File: src/rtl/i2c_rx_pkg.sv
package i2c_rx_pkg;
   typedef enum logic [2:0] {
      ST_IDLE,
      ST_ADDR,
      ST_ADDR_ACK,
      ST_DATA,
      ST_DATA_ACK,
      ST_SKIP
   } rx_state_t;
endpackage

File: src/rtl/i2c_rx_sync.sv
module i2c_rx_sync #(
   parameter int   STAGES  = 2,
   parameter logic RST_VAL = 1'b1
) (
   input  logic clk,
   input  logic rst,
   input  logic din,
   output logic dout
);
   logic [STAGES-1:0] chain;

   generate
      if (STAGES < 2) begin : g_bad_stages
         $error("i2c_rx_sync: STAGES must be at least 2");
      end
      for (genvar i = 0; i < STAGES; i++) begin : g_stage
         if (i == 0) begin : g_first
            always_ff @(posedge clk) begin
               if (rst) chain[i] <= RST_VAL;
               else     chain[i] <= din;
            end
         end else begin : g_next
            always_ff @(posedge clk) begin
               if (rst) chain[i] <= RST_VAL;
               else     chain[i] <= chain[i-1];
            end
         end
      end
   endgenerate

   assign dout = chain[STAGES-1];
endmodule

File: src/rtl/i2c_rx_linemon.sv
module i2c_rx_linemon (
   input  logic clk,
   input  logic rst,
   input  logic scl_s,
   input  logic sda_s,
   output logic scl_rise,
   output logic scl_fall,
   output logic start_det,
   output logic stop_det
);
   logic scl_p, sda_p;

   always_ff @(posedge clk) begin
      if (rst) begin
         scl_p <= 1'b1;
         sda_p <= 1'b1;
      end else begin
         scl_p <= scl_s;
         sda_p <= sda_s;
      end
   end

   always_comb begin
      scl_rise  = scl_s & ~scl_p;
      scl_fall  = ~scl_s & scl_p;
      start_det = scl_s & scl_p & sda_p & ~sda_s;
      stop_det  = scl_s & scl_p & ~sda_p & sda_s;
   end
endmodule

File: src/rtl/i2c_rx_shift.sv
module i2c_rx_shift #(
   parameter int W = 8
) (
   input  logic         clk,
   input  logic         rst,
   input  logic         clear,
   input  logic         shift_en,
   input  logic         bit_in,
   output logic [W-1:0] data,
   output logic         full
);
   localparam int CNT_W = $clog2(W + 1);
   localparam logic [CNT_W-1:0] CNT_MAX = CNT_W'(W);

   logic [CNT_W-1:0] cnt;

   always_ff @(posedge clk) begin
      if (rst) begin
         data <= '0;
         cnt  <= '0;
      end else if (clear) begin
         cnt  <= '0;
      end else if (shift_en && cnt != CNT_MAX) begin
         data <= {data[W-2:0], bit_in};
         cnt  <= cnt + 1'b1;
      end
   end

   assign full = (cnt == CNT_MAX);
endmodule

File: src/rtl/i2c_write_target.sv
module i2c_write_target
   import i2c_rx_pkg::*;
#(
   parameter int         SYNC_STAGES = 2,
   parameter logic [7:0] ADDR_BASE   = 8'b0111_0000,
   parameter int         SEL_POS     = 1
) (
   input  logic       clk,
   input  logic       rst,
   input  logic       scl_in,
   input  logic       sda_in,
   input  logic       addr_sel,
   output logic       sda_pull,
   output logic       rx_valid,
   output logic [7:0] rx_data,
   output logic       start_evt,
   output logic       stop_evt
);
   localparam int BYTE_W = 8;

   generate
      if (SEL_POS < 1 || SEL_POS >= BYTE_W) begin : g_bad_sel
         $error("i2c_write_target: SEL_POS must lie in 1..7");
      end
   endgenerate

   logic scl_s, sda_s;
   logic scl_rise, scl_fall, start_det, stop_det;
   logic [BYTE_W-1:0] shreg;
   logic byte_full, shift_clear, shift_en, addr_ok;
   logic [BYTE_W-1:0] addr_want;
   rx_state_t state;

   i2c_rx_sync #(.STAGES(SYNC_STAGES), .RST_VAL(1'b1)) u_sync_scl (
      .clk(clk), .rst(rst), .din(scl_in), .dout(scl_s));
   i2c_rx_sync #(.STAGES(SYNC_STAGES), .RST_VAL(1'b1)) u_sync_sda (
      .clk(clk), .rst(rst), .din(sda_in), .dout(sda_s));

   i2c_rx_linemon u_mon (
      .clk(clk), .rst(rst), .scl_s(scl_s), .sda_s(sda_s),
      .scl_rise(scl_rise), .scl_fall(scl_fall),
      .start_det(start_det), .stop_det(stop_det));

   always_comb begin
      shift_clear = start_det | (state == ST_ADDR_ACK) | (state == ST_DATA_ACK);
      shift_en    = scl_rise & ((state == ST_ADDR) | (state == ST_DATA));
   end

   i2c_rx_shift #(.W(BYTE_W)) u_shift (
      .clk(clk), .rst(rst), .clear(shift_clear), .shift_en(shift_en),
      .bit_in(sda_s), .data(shreg), .full(byte_full));

   always_comb begin
      addr_want          = ADDR_BASE;
      addr_want[SEL_POS] = addr_sel;
      addr_want[0]       = 1'b0;
      addr_ok            = (shreg == addr_want);
   end

   always_ff @(posedge clk) begin
      if (rst) begin
         state     <= ST_IDLE;
         sda_pull  <= 1'b0;
         rx_valid  <= 1'b0;
         rx_data   <= '0;
         start_evt <= 1'b0;
         stop_evt  <= 1'b0;
      end else begin
         rx_valid  <= 1'b0;
         start_evt <= start_det;
         stop_evt  <= stop_det;
         if (start_det) begin
            state    <= ST_ADDR;
            sda_pull <= 1'b0;
         end else if (stop_det) begin
            state    <= ST_IDLE;
            sda_pull <= 1'b0;
         end else begin
            case (state)
               ST_ADDR: begin
                  if (scl_fall && byte_full) begin
                     if (addr_ok) begin
                        state    <= ST_ADDR_ACK;
                        sda_pull <= 1'b1;
                     end else begin
                        state    <= ST_SKIP;
                     end
                  end
               end
               ST_DATA: begin
                  if (scl_fall && byte_full) begin
                     state    <= ST_DATA_ACK;
                     sda_pull <= 1'b1;
                     rx_valid <= 1'b1;
                     rx_data  <= shreg;
                  end
               end
               ST_ADDR_ACK, ST_DATA_ACK: begin
                  if (scl_fall) begin
                     state    <= ST_DATA;
                     sda_pull <= 1'b0;
                  end
               end
               default: sda_pull <= 1'b0;
            endcase
         end
      end
   end
endmodule

File: config.mk
export PLATFORM = sky130hd
export DESIGN_NAME = i2c_write_target
export DESIGN_NICKNAME = d
export VERILOG_FILES = /design/src/rtl/i2c_rx_pkg.sv /design/src/rtl/i2c_rx_sync.sv /design/src/rtl/i2c_rx_linemon.sv /design/src/rtl/i2c_rx_shift.sv /design/src/rtl/i2c_write_target.sv
export SDC_FILE = /design/constraint.sdc
export NUM_CORES = 1
export LEC_CHECK = 0
export ABC_AREA = 1
export BUFFER_PORTS_ARGS = -buffer_cell sky130_fd_sc_hd__buf_2
export CORE_ASPECT_RATIO = 0.7
export CORE_MARGIN = 8
export CORE_UTILIZATION = 60
export CTS_CLUSTER_DIAMETER = 60
export DETAILED_ROUTE_END_ITERATION = 12
export PLACE_DENSITY_LB_ADDON = 0.3
export SLEW_MARGIN = 25
export SYNTH_ARGS = -nofsm -noshare
export SYNTH_HDL_FRONTEND = slang
export SYNTH_SLANG_ARGS = --single-unit
File: constraint.sdc
create_clock -name clk -period 3.02 [get_ports clk]
set_input_delay 0.604 -clock clk [delete_from_list [all_inputs] [get_ports clk]]
set_output_delay 0.604 -clock clk [all_outputs]
set_load 0.05 [all_outputs]
==> run metrics <==
number of flops mapped to enable cells by yosys=0; Layout Nets=209; number of global-route vias before repair=1,066; TritonCTS clock tree=done; top area cells in the synthesized netlist=sky130_fd_sc_hd__dfxtp_1 47%, sky130_fd_sc_hd__nand2_1 8.6%, sky130_fd_sc_hd__inv_1 6.7%, sky130_fd_sc_hd__nor2_1 6.7%, sky130_fd_sc_hd__a21oi_1 6.4%; proportion of synthesized chip area in sequential cells=0.471; synthesized flop and latch total=33; layout cell share with drive strength beyond 1=0.202; post-synthesis average cell area=7.66 µm²; final setup skew=7.40 ps; number of I/O port buffers=16; share of flip-flops with an asynchronous set or reset after synthesis=0; overall routing resource usage=0.135; sum of negative setup slack=0 ps; Finished Cell Area=0.00154 mm²; post-placement cell area=0.00149 mm²; minimum setup slack in the final design=1440 ps; hold-fix buffer count after cts=0; vertical extent of the die=56.5 µm; number of filler cells placed in the layout=187; ant diodes=0; worst vdd ir=0.000277 V; worst slew pin tran=433 ps; Hold Crit Class=flop to flop; library cell occupying the most area in the post-synthesis netlist=sky130_fd_sc_hd__dfxtp_1; MaxCap Viol Count=0; count of final hold-check violations=0; type of destination of the critical path=flop; maximum number of pins on one net before global-route repair=20; share of the core filled with cells in the final layout=0.703; synth cell count leaders=33 x sky130_fd_sc_hd__dfxtp_1, 32 x sky130_fd_sc_hd__nand2_1, 25 x sky130_fd_sc_hd__inv_1, 25 x sky130_fd_sc_hd__nor2_1, 18 x sky130_fd_sc_hd__a21oi_1; RSZ-0062 raised after global routing=no; worst setup slack after placement=1370 ps; total power density per cell area=472 mW/mm²; number of antenna violations at the first check in global routing=0; post-synthesis cell count=183; final number of max-transition violations=0; number of placed I/O pins=17; data required time of the worst path=3230 ps; Final Cycle Share=0.523; vias per std cell=4.88; sink count of the clock tree=33; number of buffers added by the clock tree synthesis step=5; Max Clock Freq=0.633 GHz; post-synthesis instance area=0.00140 mm²; area of the placeable core=0.00219 mm²; overall die area=0.00417 mm²; post-synth top area share=0.471; Root Buffer Master=sky130_fd_sc_hd__clkbuf_4; Period minus WS final=1580 ps; routed len/inst=10.5 µm; Critical Path Fanout Max=17; clock network latency to the later pin of the worst-skew pair=330 ps; antenna violation net count after detailed routing=0; ys flop type=sky130_fd_sc_hd__dfxtp_1; startpoint type of the worst setup path=flop; horizontal die dimension=73.8 µm; first-pass GRT wire length=4470 µm; detailed-router iteration count before antenna repair=5; Pleak=0.694 nW; clock-pin slew reported for the worst setup and hold paths after clock tree synthesis=90 ps; number of levels in the clock H-tree=2; setup bufs post-CTS=0; critical path class=flop to flop; result of the run=finished, final reports clean; via count of the routed design=1,146; Synth warnings=0; count of routing violations after the opening detailed-route iteration=100; number of buffers on the longest clock path=2; half-perimeter wire length after placement=1920 µm; wire length reported by the detailed router=2470 µm; Synthesized Nets=190; final routed DRC violation total=0; Area growth, synth to finish=9.72%; Final Setup Violations=0; Initial Utilization=0.641; total global routing overflow=0; final weighted congestion of routability-driven global placement=0.790; number of distinct standard cells referenced by the synthesized netlist=23; post-cts resize count=0; slew margin rel.=0.711; CP Data Arrival Time=1790 ps; top-count cell post-synth=sky130_fd_sc_hd__dfxtp_1; Std-Cell Rows=14
## cell usage in the layout (no fill, tap or decap)
| cell | synthesis | layout |
|---|---|---|
| sky130_fd_sc_hd__nand2_1 | 32 | 32 |
| sky130_fd_sc_hd__dfxtp_1 | 33 | 33 |
| sky130_fd_sc_hd__nor2_4 | 1 | 1 |
| sky130_fd_sc_hd__o21ai_0 | 15 | 15 |
| sky130_fd_sc_hd__inv_1 | 25 | 25 |
| sky130_fd_sc_hd__clkbuf_1 | 0 | 3 |
| sky130_fd_sc_hd__o21ai_2 | 1 | 1 |
| sky130_fd_sc_hd__o21ai_1 | 1 | 1 |
| sky130_fd_sc_hd__nor2_2 | 2 | 2 |
| sky130_fd_sc_hd__xor2_1 | 1 | 1 |
| sky130_fd_sc_hd__ha_1 | 2 | 2 |
| sky130_fd_sc_hd__a21oi_1 | 18 | 18 |
| sky130_fd_sc_hd__inv_2 | 4 | 4 |
| sky130_fd_sc_hd__nand3_4 | 1 | 1 |
| sky130_fd_sc_hd__or2_2 | 5 | 5 |
| sky130_fd_sc_hd__clkbuf_4 | 0 | 5 |
| sky130_fd_sc_hd__nand3_2 | 2 | 2 |
| sky130_fd_sc_hd__nand2_2 | 2 | 2 |
| sky130_fd_sc_hd__nor3_1 | 1 | 1 |
| sky130_fd_sc_hd__a211oi_2 | 1 | 1 |
| sky130_fd_sc_hd__buf_2 | 2 | 16 |
| sky130_fd_sc_hd__nand3_1 | 6 | 6 |
| sky130_fd_sc_hd__nor2_1 | 25 | 25 |
| sky130_fd_sc_hd__nand4_4 | 1 | 1 |
## final timing paths
path | startpoint | endpoint | slack (ps) | depth (start not counted)
worst max register to register | u_shift.cnt[1] | rx_data[4] | 1440 | 7
worst min register to register | u_sync_scl.chain[0] | u_sync_scl.dout | 410 | 1
worst min-delay path | u_sync_scl.chain[0] | u_sync_scl.dout | 410 | 1
worst max-delay path | u_shift.cnt[1] | rx_data[4] | 1440 | 7
## cells by family after synthesis
family          synth area share
compound gates             0.136
xor+xnor                 0.00625
fa+ha+maj                 0.0178
buf+inv                    0.101
flops                      0.471
simple gates               0.268
## through the flow
stage          power [mW]  hold slack [ps]  instances
3_5_place_dp        0.513              393        227
3_3_place_gp        0.511              392        227
6_report            0.726              412        235
5_1_grt             0.761              445        235
4_1_cts             0.732              414        235
2_1_floorplan       0.502              389        183
## per-layer routing
layer	track usage	vias to the layer above	wire [µm]
li1	-	612	-
met1	0.160	493	1140
met2	0.210	34	1080
met3	0.0496	7	218
met4	0.0595	0	35
met5	0	-	0
## state kept, by name, summed over array words and instances, names as in the netlist, 3 cells and up
register and cells:
u_shift.cnt 4, state 3, rx_data 8, u_shift.data 8
## area by class of cell
type                       instances  area (µm²)  area share
sequential                        33         661       0.429
inverter                          29         109      0.0707
multi-input combinational        117         601       0.390
timing repair buffer              16        80.1      0.0520
tap                               32        40.0      0.0260
clock buffer                       8        48.8      0.0317
## critical path, stage by stage, from the launching register on
cell,delay [ps]
sky130_fd_sc_hd__dfxtp_1,340
sky130_fd_sc_hd__inv_1,100
sky130_fd_sc_hd__ha_1,210
sky130_fd_sc_hd__nand3_4,120
sky130_fd_sc_hd__nor2_2,130
sky130_fd_sc_hd__nand3_2,250
sky130_fd_sc_hd__o21ai_0,270
sky130_fd_sc_hd__a21oi_1,50
## report_power, final
part	internal, mW	switching [mW]	leakage [nW]
sequential	0.443	0.00417	0.267
clock	0.0926	0.130	0.0265
combinational	0.0179	0.0385	0.400
Note: power is estimated with default switching activity, not from simulation.
